## config.mk

```make
export PLATFORM = sky130hd
export DESIGN_NAME = xlat_tlb
export DESIGN_NICKNAME = d
export VERILOG_FILES = /design/src/rtl/xtlb_pkg.sv /design/src/rtl/xtlb_store.sv /design/src/rtl/xtlb_check.sv /design/src/rtl/xlat_tlb.sv
export SDC_FILE = /design/constraint.sdc
export NUM_CORES = 1
export LEC_CHECK = 0
export BUFFER_PORTS_ARGS = -buffer_cell sky130_fd_sc_hd__buf_2
export CORE_AREA = 5 5 203 205
export CTS_BUF_LIST = sky130_fd_sc_hd__clkbuf_4 sky130_fd_sc_hd__clkbuf_8 sky130_fd_sc_hd__clkbuf_16
export CTS_CLUSTER_SIZE = 28
export DETAILED_ROUTE_END_ITERATION = 8
export DIE_AREA = 0 0 208 210
export GPL_ROUTABILITY_DRIVEN = 0
export PLACE_DENSITY_LB_ADDON = 0.12
export RECOVER_POWER = 25
export SETUP_SLACK_MARGIN = 0.5
export SYNTH_ARGS = -nofsm -noshare
export SYNTH_HDL_FRONTEND = slang
export SYNTH_SLANG_ARGS = --single-unit
```

## constraint.sdc

```tcl
create_clock -name clk_i -period 5 [get_ports clk_i]
set_input_delay 0.75 -clock clk_i [delete_from_list [all_inputs] [get_ports clk_i]]
set_output_delay 0.75 -clock clk_i [all_outputs]
set_load 0.03 [all_outputs]
```

## src/rtl/xtlb_pkg.sv

```systemverilog
package xtlb_pkg;
  typedef enum logic [1:0] {
    FLT_NONE = 2'b00,
    FLT_MISS = 2'b01,
    FLT_RD   = 2'b10,
    FLT_WR   = 2'b11
  } flt_e;
endpackage

```

## src/rtl/xtlb_store.sv

```systemverilog
module xtlb_store #(
  parameter int unsigned ENTRIES = 8,
  parameter int unsigned TAG_W   = 17,
  parameter int unsigned PFN_W   = 20,
  localparam int unsigned IDX_W  = $clog2(ENTRIES)
) (
  input  logic             clk_i,
  input  logic             rst_ni,
  input  logic             flush_i,
  input  logic             wen_i,
  input  logic [IDX_W-1:0] widx_i,
  input  logic [TAG_W-1:0] wtag_i,
  input  logic [PFN_W-1:0] wpfn_i,
  input  logic             wvld_i,
  input  logic             wrd_i,
  input  logic             wwr_i,
  input  logic [IDX_W-1:0] ridx_i,
  output logic [TAG_W-1:0] rtag_o,
  output logic [PFN_W-1:0] rpfn_o,
  output logic             rvld_o,
  output logic             rrd_o,
  output logic             rwr_o
);
  logic [TAG_W-1:0] tag_q [ENTRIES];
  logic [PFN_W-1:0] pfn_q [ENTRIES];
  logic [ENTRIES-1:0] vld_q, rd_q, wr_q;

  for (genvar g = 0; g < ENTRIES; g++) begin : g_slot
    logic sel;
    assign sel = wen_i && !flush_i && (widx_i == IDX_W'(g));

    always_ff @(posedge clk_i or negedge rst_ni) begin
      if (!rst_ni) begin
        vld_q[g] <= 1'b0;
        rd_q[g]  <= 1'b0;
        wr_q[g]  <= 1'b0;
        tag_q[g] <= '0;
        pfn_q[g] <= '0;
      end else if (flush_i) begin
        vld_q[g] <= 1'b0;  // flush beats any same-cycle fill
      end else if (sel) begin
        vld_q[g] <= wvld_i;
        rd_q[g]  <= wrd_i;
        wr_q[g]  <= wwr_i;
        tag_q[g] <= wtag_i;
        pfn_q[g] <= wpfn_i;
      end
    end
  end

  assign rtag_o = tag_q[ridx_i];
  assign rpfn_o = pfn_q[ridx_i];
  assign rvld_o = vld_q[ridx_i];
  assign rrd_o  = rd_q[ridx_i];
  assign rwr_o  = wr_q[ridx_i];
endmodule

```

## src/rtl/xtlb_check.sv

```systemverilog
module xtlb_check #(
  parameter int unsigned TAG_W = 17
) (
  input  logic              wr_i,
  input  logic [TAG_W-1:0]  va_tag_i,
  input  logic [TAG_W-1:0]  ent_tag_i,
  input  logic              ent_vld_i,
  input  logic              ent_rd_i,
  input  logic              ent_wr_i,
  output xtlb_pkg::flt_e    fault_o
);
  import xtlb_pkg::*;

  always_comb begin
    if (!ent_vld_i || (va_tag_i != ent_tag_i)) fault_o = FLT_MISS;  // miss first
    else if (!wr_i && !ent_rd_i)              fault_o = FLT_RD;
    else if (wr_i && !ent_wr_i)               fault_o = FLT_WR;
    else                                      fault_o = FLT_NONE;
  end
endmodule

```

## src/rtl/xlat_tlb.sv

```systemverilog
module xlat_tlb #(
  parameter int unsigned VA_W      = 32,
  parameter int unsigned PA_W      = 32,
  parameter int unsigned PAGE_BITS = 12,
  parameter int unsigned ENTRIES   = 8,
  localparam int unsigned IDX_W    = $clog2(ENTRIES),
  localparam int unsigned VPN_W    = VA_W - PAGE_BITS,
  localparam int unsigned TAG_W    = VPN_W - IDX_W,
  localparam int unsigned PFN_W    = PA_W - PAGE_BITS
) (
  input  logic             clk_i,
  input  logic             rst_ni,
  input  logic [VA_W-1:0]  lk_va_i,
  input  logic             lk_wr_i,
  output logic [PA_W-1:0]  lk_pa_o,
  output logic             lk_hit_o,
  output logic [1:0]       lk_fault_o,
  input  logic             fill_en_i,
  input  logic [VPN_W-1:0] fill_vpn_i,
  input  logic [PFN_W-1:0] fill_pfn_i,
  input  logic             fill_vld_i,
  input  logic             fill_rd_i,
  input  logic             fill_wr_i,
  input  logic             flush_i
);
  import xtlb_pkg::*;

  logic [IDX_W-1:0] lk_idx;
  logic [TAG_W-1:0] lk_tag;
  logic [TAG_W-1:0] e_tag;
  logic [PFN_W-1:0] e_pfn;
  logic             e_vld, e_rd, e_wr;
  flt_e             flt;

  assign lk_idx = lk_va_i[PAGE_BITS +: IDX_W];
  assign lk_tag = lk_va_i[VA_W-1 -: TAG_W];

  xtlb_store #(.ENTRIES(ENTRIES), .TAG_W(TAG_W), .PFN_W(PFN_W)) u_store (
    .clk_i  (clk_i),
    .rst_ni (rst_ni),
    .flush_i(flush_i),
    .wen_i  (fill_en_i),
    .widx_i (fill_vpn_i[IDX_W-1:0]),
    .wtag_i (fill_vpn_i[VPN_W-1 -: TAG_W]),
    .wpfn_i (fill_pfn_i),
    .wvld_i (fill_vld_i),
    .wrd_i  (fill_rd_i),
    .wwr_i  (fill_wr_i),
    .ridx_i (lk_idx),
    .rtag_o (e_tag),
    .rpfn_o (e_pfn),
    .rvld_o (e_vld),
    .rrd_o  (e_rd),
    .rwr_o  (e_wr)
  );

  xtlb_check #(.TAG_W(TAG_W)) u_check (
    .wr_i     (lk_wr_i),
    .va_tag_i (lk_tag),
    .ent_tag_i(e_tag),
    .ent_vld_i(e_vld),
    .ent_rd_i (e_rd),
    .ent_wr_i (e_wr),
    .fault_o  (flt)
  );

  assign lk_fault_o = flt;
  assign lk_hit_o   = (flt == FLT_NONE);
  assign lk_pa_o    = lk_hit_o ? {e_pfn, lk_va_i[PAGE_BITS-1:0]} : '0;
endmodule

```

==> flow_results.org, run 1 <==
** Status
- The run finished, with violations left.
- Failing checks :: max-capacitance violations, max-slew violations

** Die
- Die area :: 0.04368 mm2
- Starting utilization of the core area :: 38.33%
- Die Height :: 210 um
- 115 I/O pins were placed.
- From left edge to right edge, the die measures 208 um.
- Area of the core :: 0.03928 mm2
- Row Count :: 73

** Worst setup path
- In this design, the stage delay of the slowest critical-path cell is 480 ps.
- Flop-to-flop setup slack :: 4230 ps
- Critical path class :: in2out
- Among the stages of the critical path, the cell type that occurs most often is sky130_fd_sc_hd__buf_4.
- Cell breakdown of the critical path :: buf_4 -> buf_4 -> nor2_1 -> a22oi_1 -> nand4_1 -> a2111oi_4 -> nand4_4 -> buf_4 -> or3b_1 -> buf_2
- Worst Path Required :: 4250 ps
- Worst-path maximum fanout :: 19
- CP Data Arrival Time :: 3510 ps
- In this run the critical register-to-register path is launched from u_store.tag_q[113]$_DFFE_PN0P_.
- Critical Path End Type :: primary output
- Sort of element at the start of the critical path :: primary input
- The number of cells on the worst reg-to-reg path is 1.
- Buffers & Inverters on Critical Path :: 4
- Gate family responsible for the most delay along the worst path :: buffers and inverters
- In this run the critical register-to-register path is captured at u_store.tag_q[113]$_DFFE_PN0P_.
- Cell type of the slowest stage on the worst timing path :: sky130_fd_sc_hd__or3b_1

** Synthesis
- The cell area that synthesis handed to floorplanning was 0.01506 mm2.
- The number of nets handed over by synthesis was 1,036.
- Library cells used by synthesis :: 40
- Sequential cell area fraction in the yosys report :: 53.19%
- Among all flip-flop cells after synthesis, the most frequent one is sky130_fd_sc_hd__dfrtp_1.
- In the synthesized netlist the async set-or-reset flop fraction comes to 100.0%.
- Number of warnings printed during yosys synthesis :: 0
- In the synthesized netlist, the number of instances is 956.
- The synthesized design contains 0 enable-type register cells.
- A synthesized cell averages 15.75 um2.
- Number of synthesized register bits :: 320

** STA
- Actual slew at the worst max-slew pin :: 2532 ps
- Final clock skew :: 0 ps
- Hold Violations, Final :: 0
- The worst path in the final design needs a cycle of 4264 ps, including I/O delays and setup.
- Setup repair after global routing left no endpoint under its margin.
- The final max-slew violation count is 325.
- Adding up every negative setup slack in the final design gives 0 ps.
- Once routing completed, OpenROAD measured the worst setup slack at 736.1 ps.
- Finish-stage setup viols :: 0
- Measured against its own limit, the worst slew margin works out to -68.78%.
- Based on the critical path, the design can be clocked at up to 234.5 MHz.
- Final period utilization :: 85.28%

** Pwr
- For this design the total switching power over the nets is 1.880 mW.
- Sw Ratio :: 24.76%
- The analysis attributes to cell leakage a power of 7.690 nW.
- The clock network is responsible for 37.4% of the overall power.
- PD cells :: 433.1 mW/mm2
- The internal power of the cells totals 5.713 mW.
- Registers are responsible for 45.5% of the overall power.
- Share of total power in combinational logic :: 17.1%
- Worst IR Drop VDD :: 247.5 uV

** Drt
- DRC violation count after routing :: 0
- Initial DRC count :: 423
- The routed layout has 8,590 vias.
- Average via count per standard cell :: 5.293
- The count of nets left with antenna violations once routing finished came out at 0.
- Dividing the detail-routed wire length by the instance count gives 22.75 um.
- Iteration count of the initial detailed-routing pass :: 6
- Final wirelength :: 36,920 um

** Final layout
- Relative to the synthesized area, the layout overhead comes to 16.46%.
- Number of nets in the finished design :: 1,148
- Commonest cells after routing, fill and taps aside :: sky130_fd_sc_hd__dfrtp_1 (320), sky130_fd_sc_hd__mux2_2 (313), sky130_fd_sc_hd__buf_2 (110)
- Commonest non-fill, non-tap cell in the layout :: sky130_fd_sc_hd__dfrtp_1
- Share of final-layout standard cells stronger than drive strength 1 :: 57.12%
- Fillcell total :: 3,591

** Place
- Final HPWL from detailed placement :: 21,770 um
- Input/output buffers :: 114
- Worst setup timing slack at the placement stage :: 540.5 ps

** Global routing
- The first global-routing pass estimated 58,530 um of wire.
- Initial antenna violation count :: 3
- After global routing the overflow that remains totals 0.
- In the global route stage, overall resource usage came out at 17.16%.
- Vias in the first global route :: 9,289
- Pin count of the biggest net entering global routing :: 113

** Clock tree
- After clock tree synthesis, the clock-pin slew on the worst setup and hold paths is 50 ps.
- Worst skew pair latency :: 530 ps
- Maximum clock insertion buffer count :: 3
- The tree is rooted in a sky130_fd_sc_hd__clkbuf_16.
- H-tree depth reported by CTS :: 2
- In this run, CTS created clock tree buffers numbering 38.
- CTS tree :: yes
- Clock sink total :: 320

** Worst hold path
- Min-Delay Path Depth :: 1
- End point of the worst hold path :: u_store.tag_q[94]$_DFFE_PN0P_
- The startpoint identified for the worst hold timing path is u_store.tag_q[94]$_DFFE_PN0P_.
- Class of the worst hold path :: reg2reg

** Job
- Across the run, the number of max-cap violations was 3.
through the flow:
stage | std cells | hold WS (ps) | utilization (%) | cell area, um2 | power (mW)
CTS | 1621 | 240.2 | 44.71 | 17560 | 7.721
floorplan | 956 | 454.4 | - | 15060 | 4.419
global placement | 1553 | 480.4 | 41.40 | 16260 | 4.783
finish | 1623 | 496.9 | 44.64 | 17530 | 7.594
detailed placement | 1553 | 487.1 | 41.40 | 16260 | 4.821
global route | 1621 | 506.3 | 44.63 | 17530 | 8.003
repair_timing:
action / 4_1_cts / 5_1_grt
buffers inserted: 0 / 0
hold buffers: 0 / 0
gates resized for setup: 0 / 1
setup endpoints to repair: 0 / 3
synthesized netlist by cell type, types with 6 or more instances:
| library cell | number | area, um2 |
|---|---|---|
| sky130_fd_sc_hd__nor2_1 | 12 | 45.04 |
| sky130_fd_sc_hd__buf_2 | 17 | 85.08 |
| sky130_fd_sc_hd__inv_1 | 12 | 45.04 |
| sky130_fd_sc_hd__dfrtp_1 | 320 | 8008 |
| sky130_fd_sc_hd__mux2i_1 | 63 | 630.6 |
| sky130_fd_sc_hd__clkbuf_1 | 24 | 90.09 |
| sky130_fd_sc_hd__buf_1 | 19 | 71.32 |
| sky130_fd_sc_hd__nor4_2 | 29 | 362.9 |
| sky130_fd_sc_hd__xnor2_1 | 8 | 70.07 |
| sky130_fd_sc_hd__mux2_2 | 313 | 3525 |
| sky130_fd_sc_hd__a22oi_1 | 9 | 67.56 |
| sky130_fd_sc_hd__mux4_2 | 63 | 1419 |
| sky130_fd_sc_hd__buf_6 | 6 | 67.56 |
state kept, by name (all words and copies together), names as in the netlist:
register       cells
u_store.pfn_q    160
u_store.tag_q    136
u_store.rd_q       8
u_store.vld_q      8
u_store.wr_q       8
cells by family after synthesis:
family	Yosys count	share of synthesized area, %
AO/OA/AOI/OAI	22	1.172
XOR/XNOR	11	0.6400
buffers and inverters	81	2.618
flip-flops	320	53.19
multiplexers	444	37.90
AND/OR/NAND/NOR	78	4.488
how the worst max path moves through the flow:
stage | start | to | slack, ps | cells past startpoint
after global placement | lk_va_i[13] | lk_fault_o[0] | 530 | 10
after detailed placement | lk_va_i[13] | lk_fault_o[0] | 540 | 9
after global routing | rst_ni | u_store.pfn_q[127]$_DFFE_PN0P_ | 480 | 2
after CTS | lk_va_i[13] | lk_fault_o[0] | 540 | 9
final | lk_va_i[12] | lk_fault_o[0] | 740 | 10
after floorplan | lk_va_i[14] | lk_pa_o[12] | 860 | 8
final cells by class:
| cell class | count | area [um2] | area share, % |
|---|---|---|---|
| Antenna cell | 2 | 5.005 | 0.02854 |
| Clock buffer | 56 | 1182 | 6.743 |
| Clock inverter | 12 | 118.9 | 0.6779 |
| Inverter | 12 | 45.04 | 0.2569 |
| Multi-Input combinational cell | 555 | 6696 | 38.19 |
| Sequential cell | 320 | 8008 | 45.67 |
| Tap cell | 525 | 656.9 | 3.746 |
| Timing Repair Buffer | 141 | 822.0 | 4.688 |
power groups by stage:
stage / logic, mW / clock network, mW / registers [mW]
detailed placement: 1.33 / 0 / 3.49
global placement: 1.30 / 0 / 3.48
floorplan: 1.02 / 0 / 3.40
global route: 1.43 / 3.05 / 3.52
finish: 1.30 / 2.84 / 3.45
CTS: 1.33 / 2.94 / 3.45
layer usage:
layer	up-vias	track usage [%]	wire length, um
li1	3815	-	-
met1	4586	25.27	17970
met2	142	26.46	16740
met3	43	3.691	1607
met4	4	3.692	576
met5	-	0	27
Power figures use the tool's default switching activity.
==> run 2: changes to the inputs <==
--- a/config.mk
+++ b/config.mk
@@ -6,11 +6,11 @@
 export NUM_CORES = 1
 export LEC_CHECK = 0
 export BUFFER_PORTS_ARGS = -buffer_cell sky130_fd_sc_hd__buf_2
-export CORE_AREA = 5 5 203 205
+export CORE_AREA = 2 2 223 181
 export CTS_BUF_LIST = sky130_fd_sc_hd__clkbuf_4 sky130_fd_sc_hd__clkbuf_8 sky130_fd_sc_hd__clkbuf_16
 export CTS_CLUSTER_SIZE = 28
 export DETAILED_ROUTE_END_ITERATION = 8
-export DIE_AREA = 0 0 208 210
+export DIE_AREA = 0 0 225 183
 export GPL_ROUTABILITY_DRIVEN = 0
 export PLACE_DENSITY_LB_ADDON = 0.12
 export RECOVER_POWER = 25
==> constraint.sdc (replaced) <==
create_clock -name clk_i -period 5 [get_ports clk_i]
set_input_delay 0 -clock clk_i [delete_from_list [all_inputs] [get_ports clk_i]]
set_output_delay 0 -clock clk_i [all_outputs]
set_load 0.03 [all_outputs]
==> flow_results.org, run 2 (synthesis gave the netlist of run 1 again) <==
** Status
- Outcome: finished, violations left (unchanged).
- Failing checks: max-capacitance violations, max-slew violations (unchanged).

** Clock tree
- Clock sink total :: 320 (unchanged)
- The level count of the clock H-tree was 2 (unchanged).
- Worst skew pair latency :: 520 ps (was 530 ps)
- The clock tree root driver cell was sky130_fd_sc_hd__clkbuf_16 (unchanged).
- Number of buffers created by CTS :: 35 (was 38)
- The CTS tree is yes (unchanged).
- Setup bufs post-CTS :: 0 (unchanged)
- The clock transition at the registers of the reported paths came to 60 ps (was 50 ps).
- The maximum clock path buffer count came to 3 (unchanged).

** Global routing
- Initial antenna violation count :: 4 (was 3)
- The overall track demand over capacity in global routing came to 18.26% (was 17.16%).
- The via count of the first global-routing pass was 9,033 (was 9,289).
- Pin count of the biggest net entering global routing :: 115 (was 113)
- Global-route wire length before repair :: 57,050 um (was 58,530 um)
- The total overflow reported by the global router came to 0 (unchanged).

** Pwr
- The proportion of power drawn by combinational gates was 17.8% (was 17.1%).
- Sw Ratio :: 24.51% (was 24.76%)
- Clock group share of total power :: 35.5% (was 37.4%)
- Worst IR Drop VDD :: 251.3 uV (was 247.5 uV)
- The leakage power is 7.756 nW (was 7.690 nW).
- The power per cell area came to 418.1 mW/mm2 (was 433.1 mW/mm2).
- The internal power contribution was 5.584 mW (was 5.713 mW).
- The register share of total power is 46.7% (was 45.5%).
- Total net switching power :: 1.813 mW (was 1.880 mW)

** Worst setup path
- Critical Path End Type :: primary output (unchanged)
- Maximum single-stage delay on the critical path :: 700 ps (was 480 ps)
- CP Data Arrival Time :: 3650 ps (was 3510 ps)
- Reg2reg path depth :: 3 (was 1)
- Critical path class :: reg2out (was in2out)
- Cell breakdown of the critical path :: mux4_2 -> mux2i_1 -> xnor2_1 -> nor4_4 -> nand4_4 -> nor4_2 -> buf_2 (was buf_4 -> buf_4 -> nor2_1 -> a22oi_1 -> nand4_1 -> a2111oi_4 -> nand4_4 -> buf_4 -> or3b_1 -> buf_2)
- Worst-path maximum fanout :: 35 (was 19)
- Cell type of the slowest stage on the worst timing path :: sky130_fd_sc_hd__nand4_4 (was sky130_fd_sc_hd__or3b_1)
- Sort of element at the start of the critical path :: register (was primary input)
- Capturing point of the worst reg2reg path :: u_store.vld_q[1]$_DFFE_PN0P_ (was u_store.tag_q[113]$_DFFE_PN0P_)
- Worst Path Required :: 5000 ps (was 4250 ps)
- Worst reg2reg path startpoint :: u_store.vld_q[1]$_DFFE_PN0P_ (was u_store.tag_q[113]$_DFFE_PN0P_)
- The register-to-register path setup slack was 3770 ps (was 4230 ps).

** Die
- Area of the core :: 0.03896 mm2 (was 0.03928 mm2)
- Width of the die :: 225 um (was 208 um)
- Die Height :: 183 um (was 210 um)
- The number of top-level design ports was 115 (unchanged).
- The initial cell density of the core was 38.65% (was 38.33%).
- Row Count :: 65 (was 73)
- The total die area was 0.04118 mm2 (was 0.04368 mm2).

** Final layout
- The area occupied by registers came to 0.008008 mm2 (unchanged).
- P&R area growth vs syn :: 17.51% (was 16.46%)
- The number of inserted filler cells in the final layout is 3,498 (was 3,591).
- The final cell count without fillers was 1,624 (was 1,623).
- The share of layout cells above drive strength 1 is 54.28% (was 57.12%).
- The layout net count is 1,181 (was 1,148).
- Commonest cells after routing, fill and taps aside: sky130_fd_sc_hd__dfrtp_1 (320), sky130_fd_sc_hd__mux2_2 (313), sky130_fd_sc_hd__buf_2 (110) (unchanged).
- The antenna diode instance count came to 0 (was 2).
- Largest register FFs :: 160 (unchanged)
- The area of the multi-input gates came to 0.006688 mm2 (was 0.006696 mm2).
- Largest registers: u_store.pfn_q x160, u_store.tag_q x136 (unchanged).
- Core Util, Final :: 45.42% (was 44.64%)
- Commonest non-fill, non-tap cell in the layout :: sky130_fd_sc_hd__dfrtp_1 (unchanged)
- The register ranked first by flip-flop count is u_store.pfn_q (unchanged).

** STA
- The hold violation total from the final report came to 0 (unchanged).
- Slew Viols, Final :: 115 (was 325)
- Finish-stage setup viols :: 0 (unchanged)
- The worst clock skew is 0 ps (unchanged).
- Unrepaired setup endpoints after global routing :: no (unchanged)
- Total negative slack :: 0 ps (unchanged)
- Worst Hold Margin :: 136.9 ps (was 496.9 ps)
- The highest attainable clock frequency was 274.2 MHz (was 234.5 MHz).
- Final period utilization :: 72.94% (was 85.28%)
- Actual slew at the worst max-slew pin :: 2898 ps (was 2532 ps)
- Post-layout min period :: 3647 ps (was 4264 ps)
- Worst-case headroom to the max-slew limit :: -93.17% (was -68.78%)

** Drt
- The post-detailed-route via-to-cell ratio came to 5.339 (was 5.293).
- The via count came to 8,671 (was 8,590).
- Initial DRC count :: 428 (was 423)
- The routed length per placed instance was 22.37 um (was 22.75 um).
- Iteration count of the initial detailed-routing pass :: 4 (was 6)
- The DRC violations left is 0 (unchanged).
- The total wire length after detailed routing is 36,330 um (was 36,920 um).
- The number of nets with antenna violations after detailed routing is 0 (unchanged).

** Place
- The placed cell count is 1,523 (was 1,553).
- Input/output buffers :: 114 (unchanged)
- Final HPWL from detailed placement :: 20,860 um (was 21,770 um)

** Worst hold path
- End point of the worst hold path :: u_store.pfn_q[67]$_DFFE_PN0P_ (was u_store.tag_q[94]$_DFFE_PN0P_)
- The startpoint of the worst hold path is fill_vpn_i[2] (was u_store.tag_q[94]$_DFFE_PN0P_).
- The worst hold-check path type was in2reg (was reg2reg).
- The number of cells on the worst hold path was 3 (was 1).

** Job
- The max-capacitance violation count was 1 (was 3).
## run 2: cell types whose count changed in the layout (fill, tap and decap cells not counted), sizes merged
cell	previous run	this run
buf	138	132
clkbuf	59	55
clkinv	7	3
clkinvlp	2	0
diode	2	0
dlygate4sd3	0	43
inv	13	12
## run 2: through the flow
step                      power [mW]  setup WS (ps)  cell area, um2
after global routing           7.784          608.4           17690
after floorplan                4.419           2357           15060
final                          7.397           1353           17690
after detailed placement       4.810           1337           16120
after global placement         4.773           1464           16120
after CTS                      7.512           1246           17710
## run 2: what timing repair did
item	in CTS	in global routing
resized for setup	0	0
endpoints found under the hold margin	431	0
hold buffers	43	0
## run 2: how the worst max path moves through the flow
stage	start	to	slack, ps	cells after the start
after global placement	lk_va_i[13]	lk_fault_o[0]	1460	9
after global routing	rst_ni	u_store.tag_q[74]$_DFFE_PN0P_	610	3
after detailed placement	lk_va_i[13]	lk_pa_o[30]	1340	9
after CTS	u_store.tag_q[71]$_DFFE_PN0P_	lk_pa_o[30]	1250	7
after floorplan	lk_va_i[14]	lk_pa_o[12]	2360	8
final	u_store.tag_q[71]$_DFFE_PN0P_	lk_pa_o[30]	1350	7
## run 2: power by group through the flow
stage	sequential (mW)	combinational [mW]	clock [mW]
floorplan	3.40	1.02	0
global placement	3.49	1.29	0
detailed placement	3.49	1.32	0
CTS	3.45	1.35	2.71
global route	3.52	1.45	2.81
finish	3.45	1.32	2.63
## run 2: final cells by class
class	instances	area share, %
Clock buffer	53	6.160
Multi-Input combinational cell	555	37.80
Sequential cell	320	45.26
Timing Repair Buffer	177	6.549
Tap cell	502	3.550
Inverter	12	0.2546
Clock inverter	5	0.4243
## run 2: worst max-delay path, delay by kind of cell, from the launching register on
kind / cells / cell delay (ps)
flip-flops: 1 / 390
multiplexers: 2 / 670
buffers and inverters: 1 / 260
AND/OR/NAND/NOR: 3 / 1630
XOR/XNOR: 1 / 140
## run 2: metal layers
layer  wire length [um]  part of all wire, %  vias to the layer above  GRT usage, %
li1                   -                    -                     3884             -
met1              18060                   50                     4592         28.04
met2              16060                   44                      147         26.95
met3               1674                  4.6                       42         3.268
met4                499                  1.4                        6         3.921
met5                 36                0.099                        -             0
==> run 3: changes to the inputs <==
==> constraint.sdc (replaced) <==
create_clock -name clk_i -period 3.7 [get_ports clk_i]
set_input_delay 0 -clock clk_i [delete_from_list [all_inputs] [get_ports clk_i]]
set_output_delay 0 -clock clk_i [all_outputs]
set_load 0.03 [all_outputs]
==> flow_results.org, run 3 (synthesis gave the netlist of run 1 again) <==
** Status
- Outcome :: finished, violations left (unchanged)
- Failing checks :: max-capacitance violations, max-slew violations (unchanged)

** Final layout
- Commonest cells after routing, fill and taps aside: sky130_fd_sc_hd__dfrtp_1 (320), sky130_fd_sc_hd__mux2_2 (313), sky130_fd_sc_hd__buf_2 (89) (was sky130_fd_sc_hd__dfrtp_1 (320), sky130_fd_sc_hd__mux2_2 (313), sky130_fd_sc_hd__buf_2 (110)).
- The area added between synthesis and finish was 18.67% (was 17.51%).
- The layout net count is 1,188 (was 1,181).
- Commonest non-fill, non-tap cell in the layout :: sky130_fd_sc_hd__dfrtp_1 (unchanged)
- Register with the highest flop count :: u_store.pfn_q (unchanged)
- The number of flip-flops in the largest register was 160 (unchanged).
- Share of final-layout standard cells stronger than drive strength 1 :: 54.79% (was 54.28%)
- Largest registers :: u_store.pfn_q x160, u_store.tag_q x136 (unchanged)

** Clock tree
- The clock insertion delay at the later pin of the skew report came to 520 ps (about the same).
- CTS tree :: yes (unchanged)
- Number of buffers created by CTS :: 36 (was 35)
- The count of buffers added by post-CTS timing repair for setup came to 0 (unchanged).
- Clock sink total :: 320 (unchanged)
- The level count of the clock H-tree was 2 (unchanged).
- Root cell of the clock tree :: sky130_fd_sc_hd__clkbuf_16 (unchanged)
- The clock transition at the registers of the reported paths came to 60 ps (about the same).
- The maximum clock path buffer count is 3 (unchanged).

** Worst setup path
- Cell breakdown of the critical path :: mux4_2 -> mux2i_1 -> xnor2_1 -> a2111oi_4 -> nand4_4 -> buf_12 -> or3b_1 -> buf_2 (was mux4_2 -> mux2i_1 -> xnor2_1 -> nor4_4 -> nand4_4 -> nor4_2 -> buf_2)
- The nature of the critical path endpoint is a primary output (unchanged).
- Capturing point of the worst reg2reg path :: u_store.vld_q[2]$_DFFE_PN0P_ (was u_store.vld_q[1]$_DFFE_PN0P_)
- The worst reg-to-reg path cell count was 3 (unchanged).
- The critical path class is reg2out (unchanged).
- CP Data Arrival Time :: 3130 ps (was 3650 ps)
- The required time of the critical path was 3700 ps (was 5000 ps).
- Gate family responsible for the most delay along the worst path :: multiplexers (was simple AND/OR/NAND/NOR gates)
- Worst-path maximum fanout :: 32 (was 35)
- The cell type of the slowest stage on the worst timing path is sky130_fd_sc_hd__mux4_2 (was sky130_fd_sc_hd__nand4_4).
- The beginning of the worst register-to-register path is u_store.vld_q[2]$_DFFE_PN0P_ (was u_store.vld_q[1]$_DFFE_PN0P_).
- Maximum single-stage delay on the critical path :: 480 ps (was 700 ps)
- The register-to-register path setup slack was 2470 ps (was 3770 ps).
- Buffers & Inverters on Critical Path :: 2 (was 1)
- Sort of element at the start of the critical path :: register (unchanged)

** Die
- Width of the die :: 225 um (unchanged)
- The area of the core is 0.03896 mm2 (unchanged).
- The initial cell density of the core came to 38.65% (unchanged).
- The number of top-level design ports was 115 (unchanged).
- The total die area is 0.04118 mm2 (unchanged).
- The number of cell rows was 65 (unchanged).
- The die outline height is 183 um (unchanged).

** Pwr
- The maximum resistive drop on vdd is 274.6 uV (was 251.3 uV).
- Clock group share of total power :: 35.1% (was 35.5%)
- The net switching power of the design is 2.479 mW (was 1.813 mW).
- Int Power :: 7.498 mW (was 5.584 mW)
- Sw Ratio :: 24.84% (was 24.51%)
- The leakage power was 7.791 nW (was 7.756 nW).
- Share of total power in combinational logic :: 18.2% (was 17.8%)
- The total chip power was 9.977 mW (was 7.397 mW).
- PD cells :: 558.4 mW/mm2 (was 418.1 mW/mm2)
- The register share of total power is 46.8% (was 46.7%).

** Global routing
- The overall track demand over capacity in global routing was 18.51% (was 18.26%).
- The wire length of the first global-routing pass was 57,770 um (was 57,050 um).
- Vias in the first global route :: 9,254 (was 9,033)
- Pin count of the biggest net entering global routing :: 105 (was 115)
- Initial antenna violation count :: 5 (was 4)
- The total overflow reported by the global router came to 0 (unchanged).

** Drt
- DR WL/cell :: 22.56 um (was 22.37 um)
- Post-DRT Antenna Nets :: 0 (unchanged)
- Iteration count of the initial detailed-routing pass :: 4 (unchanged)
- Average via count per standard cell :: 5.371 (was 5.339)
- Count of vias placed by the detailed router :: 8,771 (was 8,671)
- The DRC violations left was 0 (unchanged).
- The count of routing violations after the opening detailed-route iteration came to 392 (was 428).
- The total wire length after detailed routing was 36,840 um (was 36,330 um).

** STA
- Unrepaired setup endpoints after global routing: yes (was no).
- Maximum achievable frequency :: 319.7 MHz
- The clock period could shrink to 3128 ps.
- After layout, the worst path uses 84.53% of the clock period.
- The final max-slew violation count was 65 (was 115).
- Finish-stage setup viols :: 0 (unchanged)
- The worst clock skew is 0 ps (unchanged).
- The worst slew slack as a fraction of its limit came to -12.85% (was -93.17%).
- The final setup TNS came to 0 ps (unchanged).
- Actual slew at the worst max-slew pin :: 1693 ps (was 2898 ps)
- The hold violation total from the final report was 0 (unchanged).

** Worst hold path
- The startpoint of the worst hold path was fill_vpn_i[0] (was fill_vpn_i[2]).
- The worst hold-check path type is in2reg (unchanged).
- End point of the worst hold path :: u_store.pfn_q[9]$_DFFE_PN0P_ (was u_store.pfn_q[67]$_DFFE_PN0P_)
- The number of cells on the worst hold path is 4 (was 3).

** Place
- Final HPWL from detailed placement :: 21,500 um (was 20,860 um)
- Input/output buffers :: 114 (unchanged)

** Job
- The max-capacitance violation count was 1 (unchanged).
==> run 3: cell count changes in the layout (fill, tap and decap cells not counted), sizes merged <==
cell    before  now
clkbuf      55   59
clkinv       3    2
bufinv       2    1
diode        0    3
buf        132  136
==> run 3: worst max path at each step <==
stage / startpoint / endpoint / slack (ps) / cells after the start
after global placement: lk_va_i[13] / lk_pa_o[14] / 780 / 8
final: u_store.tag_q[22]$_DFFE_PN0P_ / lk_fault_o[0] / 570 / 8
after floorplan: lk_va_i[14] / lk_pa_o[12] / 1060 / 8
after detailed placement: lk_va_i[13] / lk_pa_o[14] / 790 / 9
after CTS: u_store.tag_q[22]$_DFFE_PN0P_ / lk_pa_o[14] / 420 / 7
after global routing: u_store.tag_q[124]$_DFFE_PN0P_ / lk_fault_o[0] / 400 / 8
==> run 3: power groups by stage <==
stage          combinational, mW  sequential, mW  clock, mW
6_report                    1.81            4.67       3.50
5_1_grt                     1.99            4.76       3.73
4_1_cts                     1.84            4.66       3.59
3_5_place_dp                1.80            4.72          0
3_3_place_gp                1.76            4.71          0
2_1_floorplan               1.38            4.59          0
==> run 3: tightest hold or removal path, cell delays in order <==
cell and delay [ps]:
sky130_fd_sc_hd__buf_2 140, sky130_fd_sc_hd__nand2_1 110, sky130_fd_sc_hd__nor2_4 150, sky130_fd_sc_hd__mux2_2 260
==> run 3: layout make-up <==
type / count / area, um2
antenna: 3 / 7.507
multi-input combinational: 555 / 6715
clock inverter: 3 / 43.79
sequential: 320 / 8008
tap: 502 / 628.1
timing repair buffer: 183 / 1320
inverter: 12 / 45.04
clock buffer: 55 / 1099
fill: 3458 / 21090
==> run 3: what timing repair did <==
action | CTS | global route
pin swaps | 0 | 1
setup endpoints to repair | 28 | 35
endpoints found under the hold margin | 482 | 0
gates resized for setup | 0 | 31
hold buffers | 43 | 0
==> run 3: per-stage QoR <==
| stage | setup slack (ps) | std cells | hold WS, ps | instance area (um2) | util [%] |
|---|---|---|---|---|---|
| 3_5_place_dp | 786.9 | 1529 | -3.354 | 16210 | 41.62 |
| 3_3_place_gp | 778.5 | 1529 | 2.005 | 16210 | 41.62 |
| 2_1_floorplan | 1057 | 956 | -295.6 | 15060 | - |
| 5_1_grt | 402.9 | 1631 | 185.6 | 17860 | 45.85 |
| 6_report | 572.3 | 1633 | 164.5 | 17870 | 45.86 |
| 4_1_cts | 416.5 | 1630 | 51.83 | 17790 | 45.66 |
==> run 3: per-layer routing <==
| layer | track usage, % | up-vias | part of all wire (%) | wire length [um] |
|---|---|---|---|---|
| li1 | - | 3898 | - | - |
| met1 | 27.68 | 4674 | 51 | 18670 |
| met2 | 28.05 | 146 | 44 | 16200 |
| met3 | 3.428 | 49 | 3.7 | 1352 |
| met4 | 4.026 | 4 | 1.6 | 583 |
| met5 | 0 | - | 0.090 | 33 |
